### config.mk
export PLATFORM = sky130hd
export DESIGN_NAME = superpoly_acc
export DESIGN_NICKNAME = d
export VERILOG_FILES = /design/src/rtl/spa_pkg.sv /design/src/rtl/spa_xor_reduce.sv /design/src/rtl/spa_lane_tally.sv /design/src/rtl/spa_trial_ctl.sv /design/src/rtl/superpoly_acc.sv
export SDC_FILE = /design/constraint.sdc
export NUM_CORES = 2
export LEC_CHECK = 0
export BUFFER_PORTS_ARGS = -buffer_cell sky130_fd_sc_hd__buf_2
export CORE_AREA = 5 5 466 468
export CTS_CLUSTER_SIZE = 20
export DETAILED_ROUTE_END_ITERATION = 12
export DIE_AREA = 0 0 471 473
export PLACE_DENSITY = 0.51
export SYNTH_ARGS = -nofsm -noshare
export SYNTH_HDL_FRONTEND = slang
export SYNTH_HIERARCHICAL = 1
export SYNTH_SLANG_ARGS = --single-unit
export TNS_END_PERCENT = 100
### constraint.sdc
create_clock -name clk -period 14.2 [get_ports clk]
set_input_delay 2.84 -clock clk [delete_from_list [all_inputs] [get_ports clk]]
set_output_delay 2.84 -clock clk [all_outputs]
set_load 0.01 [all_outputs]
### src/rtl/spa_pkg.sv
package spa_pkg;
  // Decoded control for one cycle.
  typedef struct packed {
    logic wipe;   // restart everything
    logic fold;   // fold reduced word into intermediate
    logic close;  // tally lanes, advance trial count
  } spa_ctl_t;

  function automatic spa_ctl_t spa_decode(input logic clr, input logic run_vld,
                                          input logic trial_end);
    spa_ctl_t c;
    c.wipe  = clr;
    c.fold  = run_vld & ~clr;
    c.close = trial_end & ~clr;
    return c;
  endfunction
endpackage

### src/rtl/spa_xor_reduce.sv
module spa_xor_reduce #(
  parameter int unsigned NUM_INST = 4,
  parameter int unsigned LANES    = 32
) (
  input  logic [NUM_INST*LANES-1:0] words,
  output logic [LANES-1:0]          reduced
);
  always_comb begin
    reduced = '0;
    for (int j = 0; j < NUM_INST; j++) begin
      reduced = reduced ^ words[LANES*j +: LANES];
    end
  end
endmodule

### src/rtl/spa_lane_tally.sv
module spa_lane_tally #(
  parameter int unsigned CNT_W = 16
) (
  input  logic             clk,
  input  logic             rst,
  input  logic             wipe,
  input  logic             close,
  input  logic             bit_val,
  output logic [CNT_W-1:0] zero_q,
  output logic [CNT_W-1:0] one_q
);
  localparam logic [CNT_W-1:0] TOP = {CNT_W{1'b1}};

  always_ff @(posedge clk) begin
    if (rst || wipe) begin
      zero_q <= '0;
      one_q  <= '0;
    end else if (close) begin
      if (bit_val) begin
        if (one_q != TOP) one_q <= one_q + 1'b1;
      end else begin
        if (zero_q != TOP) zero_q <= zero_q + 1'b1;
      end
    end
  end
endmodule

### src/rtl/spa_trial_ctl.sv
module spa_trial_ctl #(
  parameter int unsigned TRIAL_W = 16
) (
  input  logic               clk,
  input  logic               rst,
  input  logic               wipe,
  input  logic               close,
  input  logic [TRIAL_W-1:0] limit,
  output logic [TRIAL_W-1:0] trial_q,
  output logic               done_q
);
  localparam logic [TRIAL_W-1:0] TOP = {TRIAL_W{1'b1}};

  logic [TRIAL_W-1:0] trial_nxt;

  always_comb begin
    trial_nxt = trial_q;
    if (wipe) trial_nxt = '0;
    else if (close && trial_q != TOP) trial_nxt = trial_q + 1'b1;
  end

  always_ff @(posedge clk) begin
    if (rst) begin
      trial_q <= '0;
      done_q  <= 1'b0;
    end else begin
      trial_q <= trial_nxt;
      done_q  <= (limit != '0) && (trial_nxt >= limit);
    end
  end
endmodule

### src/rtl/superpoly_acc.sv
module superpoly_acc #(
  parameter int unsigned NUM_INST = 4,
  parameter int unsigned LANES    = 32,
  parameter int unsigned CNT_W    = 16,
  parameter int unsigned TRIAL_W  = 16
) (
  input  logic                      clk,
  input  logic                      rst,
  input  logic                      clr,
  input  logic                      run_vld,
  input  logic [NUM_INST*LANES-1:0] inst_words,
  input  logic                      trial_end,
  input  logic [TRIAL_W-1:0]        trial_limit,
  output logic [LANES*CNT_W-1:0]    zero_cnt,
  output logic [LANES*CNT_W-1:0]    one_cnt,
  output logic [TRIAL_W-1:0]        trial_cnt,
  output logic                      done
);
  import spa_pkg::*;

  spa_ctl_t         ctl;
  logic [LANES-1:0] reduced;
  logic [LANES-1:0] inter_q;
  logic [LANES-1:0] final_word;

  assign ctl = spa_decode(clr, run_vld, trial_end);

  spa_xor_reduce #(.NUM_INST(NUM_INST), .LANES(LANES)) u_reduce (
    .words   (inst_words),
    .reduced (reduced)
  );

  // A run arriving with the close is part of the closing value.
  assign final_word = inter_q ^ (ctl.fold ? reduced : '0);

  always_ff @(posedge clk) begin
    if (rst || ctl.wipe || ctl.close) inter_q <= '0;
    else                              inter_q <= final_word;
  end

  for (genvar i = 0; i < LANES; i++) begin : g_lane
    spa_lane_tally #(.CNT_W(CNT_W)) u_tally (
      .clk     (clk),
      .rst     (rst),
      .wipe    (ctl.wipe),
      .close   (ctl.close),
      .bit_val (final_word[i]),
      .zero_q  (zero_cnt[CNT_W*i +: CNT_W]),
      .one_q   (one_cnt[CNT_W*i +: CNT_W])
    );
  end

  spa_trial_ctl #(.TRIAL_W(TRIAL_W)) u_trial (
    .clk     (clk),
    .rst     (rst),
    .wipe    (ctl.wipe),
    .close   (ctl.close),
    .limit   (trial_limit),
    .trial_q (trial_cnt),
    .done_q  (done)
  );
endmodule

==> metrics.yaml <==
route:
  wirelength_um: 239000
  vias: 61790
  firstDrtPassIters: 5
  drt_drc_violations_left: 0
  ant_nets: 0
  routedWlPerCell_um: 21.7
  drt-initial-drc-count: 4348
  viasPerCell: 5.60
logic_synthesis:
  syn_nets: 7242
  ys_types: 63
  synthesis.area_um2: 58200
  synth_edf_count: 0
  yosys_register_bits: 1073
  syn_inst: 7012
  ys_warn_count: 6
  seq_area_frac_synth_pct: 36.9
  synthFlopType: "dfxtp_1"
  ys_async_sr_fraction_pct: 0
  synth_area_per_cell_um2: 8.30
clock_network:
  cts-root-buf: "clkbuf_16"
  post-cts-setup-buffers: 0
  clock_latency_ns: 0.78
  cts_buffers: 138
  cts_max_level: 4
  cts_resized: 0
  clockBufferDepth: 3
  postCtsHoldBufs: 0
  cts_tree: "built"
  cts_sinks: 1073
  clk_pin_slew_ns: 0.06
timing:
  worst_slack_ns: 8.07
  final-setup-viol-count: 0
  period_needed_ns: 6.13
  worst_pin_slew_ns: 1.14
  period_share_pct: 43.1
  final_hold_viol_count: 0
  rsz0062_at_grt: "false"
  tns_ns: 0
  slew_viol_final: 0
  clock_skew_ns: 0.0285
  fmax_mhz: 163
  slew_headroom_pct: 23.9
floorplan:
  core_area_um2: 213000
  die_w_um: 471
  pin_count: 1190
  start_util_pct: 27.3
  rows: 170
  die_h_um: 473
  die-area_um2: 223000
place:
  gp_congestion: 0.910
  hpwlAfterDp_um: 181000
  post-place-ws_ns: 7.31
  io_buffers: 1189
  place_area_um2: 67000
cells_and_area:
  nets: 8316
  syn_to_final_growth_pct: 22.9
  post-route-cell-area_um2: 71500
  fillers: 22486
  drive_gt1_share_pct: 22.3
critical_path:
  setup.worst_path.end_class: "register"
  critPathLaunch: "clr"
  rr_startpoint: "u_trial/trial_q[0]"
  path_max_fanout: 73
  cp.arrival_ns: 6.77
  crit_path_start_kind: "input pin"
  critPathRequiredTime_ns: 14.84
  worst-setup-path-type: "in -> reg"
power:
  ir_drop_v: 0.000108
  power_leakage_nw: 25.4
  power_density_nw_per_um2: 96.6
grt:
  grt_max_degree: 103
  overflow: 0
  antenna_found_initial: 15
  first_global_vias: 55930
  track_usage_pct: 20.1
  grt_pass1_wl_um: 356000
worst_hold_path:
  min_path_type: "reg -> reg"
  hold_path.startpoint: "g_lane[20].u_tally/zero_q[7]"
status:
  status: "finished, final reports clean"
job:
  drv_cap: 0
-- per-stage QoR --
stage / util (%) / hold WS (ns) / cells / power [W]
floorplan: - / 0.504 / 7012 / 0.00328
global placement: 31.4 / 0.468 / 10784 / 0.00344
detailed placement: 31.4 / 0.483 / 10784 / 0.00345
CTS: 33.5 / 0.493 / 11030 / 0.00703
global route: 33.5 / 0.515 / 11034 / 0.00716
finish: 33.5 / 0.490 / 11035 / 0.00690
-- layout make-up --
class / count / area [µm²] / area share [%]
well taps: 2838 / 3550 / 4.97
clock inverters: 31 / 372 / 0.520
inverters: 144 / 541 / 0.756
diodes: 5 / 12.5 / 0.0175
repair buffers: 1249 / 6430 / 9.00
multi-input cells: 5480 / 35000 / 48.9
clock buffers: 215 / 4140 / 5.79
flip-flops and latches: 1073 / 21500 / 30.1
-- power by group --
group          switching [W]  internal (W)
Combinational       0.000243      0.000103
Clock                0.00146       0.00207
Sequential        0.00000911       0.00302
-- layout by cell type (no fill, tap or decap), types with 35 or more instances in the layout --
| master | netlist | routed |
|---|---|---|
| a211oi_1 | 65 | 65 |
| a21oi_1 | 684 | 684 |
| a31oi_1 | 67 | 67 |
| and2_1 | 130 | 130 |
| and3_1 | 66 | 66 |
| and4_1 | 198 | 198 |
| buf_2 | 12 | 1186 |
| buf_4 | 1 | 60 |
| clkbuf_1 | 297 | 40 |
| clkbuf_16 | 0 | 140 |
| clkbuf_8 | 0 | 35 |
| dfxtp_1 | 1073 | 1073 |
| ha_1 | 81 | 81 |
| inv_1 | 144 | 144 |
| mux2i_1 | 77 | 77 |
| nand2_1 | 598 | 598 |
| nand2b_1 | 68 | 68 |
| nand3_1 | 389 | 389 |
| nand3b_1 | 64 | 64 |
| nand4_1 | 228 | 228 |
| nand4_2 | 66 | 66 |
| nor2_1 | 208 | 208 |
| nor3_1 | 165 | 165 |
| nor4_1 | 197 | 196 |
| o211ai_1 | 128 | 128 |
| o21ai_0 | 356 | 356 |
| o21bai_1 | 96 | 96 |
| o31ai_1 | 224 | 224 |
| o41ai_1 | 64 | 64 |
| or2_2 | 65 | 65 |
| or3_1 | 331 | 330 |
| or4_1 | 257 | 257 |
| xnor2_1 | 96 | 93 |
-- layer usage --
metal	wire length [µm]	part of all wire, %	vias to the layer above	global-route usage (%)
li1	-	-	29596	-
met1	99700	42	29945	25.0
met2	107000	45	1896	31.8
met3	23600	9.9	337	7.68
met4	8940	3.7	16	7.07
met5	104	0.043	-	0
-- kinds of logic (layout without fill, tap and decap cells) --
family	count (synthesis)	in the layout	synth area share, %
XOR/XNOR	128	128	1.93
buffers and inverters	459	1639	3.05
other	0	5	0
AO/OA/AOI/OAI	1916	1916	21.0
AND/OR/NAND/NOR	3270	3270	33.9
multiplexers	85	85	1.48
flip-flops	1073	1073	36.9
adder cells (fa/ha/maj)	81	81	1.74
-- registers in the layout (all words and copies together), names as in the netlist --
register / cells
g_lane.u_tally/one_q: 512
u_trial/trial_q: 16
inter_q: 32
g_lane.u_tally/zero_q: 512
u_trial/done_q: 1
-- synthesized netlist by cell type (33+ instances only) --
cell type | count | area share (%)
a211oi_1 | 65 | 0.84
a21oi_1 | 684 | 5.9
a31oi_1 | 67 | 0.72
and2_1 | 130 | 1.4
and3_1 | 66 | 0.71
and4_1 | 198 | 3.0
and4b_1 | 33 | 0.57
clkbuf_1 | 297 | 1.9
dfxtp_1 | 1073 | 37
ha_1 | 81 | 1.7
inv_1 | 144 | 0.93
mux2i_1 | 77 | 1.3
nand2_1 | 598 | 3.9
nand2b_1 | 68 | 0.73
nand3_1 | 389 | 3.3
nand3b_1 | 64 | 0.83
nand4_1 | 228 | 2.5
nand4_2 | 66 | 1.4
nor2_1 | 208 | 1.3
nor3_1 | 165 | 1.4
nor3b_1 | 33 | 0.43
nor4_1 | 197 | 2.1
o211ai_1 | 128 | 1.7
o21a_1 | 33 | 0.43
o21ai_0 | 356 | 3.1
o21bai_1 | 96 | 1.2
o31ai_1 | 224 | 2.9
o41ai_1 | 64 | 0.96
or2_2 | 65 | 0.70
or3_1 | 331 | 3.6
or4_1 | 257 | 3.3
xnor2_1 | 96 | 1.4
-- worst max-delay path: stages --
cell and delay [ns]:
buf_8 0.15, nor2b_4 0.43, buf_4 0.56, buf_4 0.77, a21boi_1 0.51, mux2i_1 0.26, ha_1 0.24, nand2b_1 0.14
a2111oi_0 0.41, or4_1 0.20, a31oi_1 0.09
-- final timing paths --
path / endpoint / cells past startpoint / slack, ns
worst min register to register: g_lane[20].u_tally/zero_q[7] / 2 / 0.49
worst max register to register: u_trial/done_q / 10 / 10.65
worst min-delay path: g_lane[20].u_tally/zero_q[7] / 2 / 0.49
worst max-delay path: u_trial/done_q / 11 / 8.07
No activity file was read; power rests on OpenSTA's default activity.
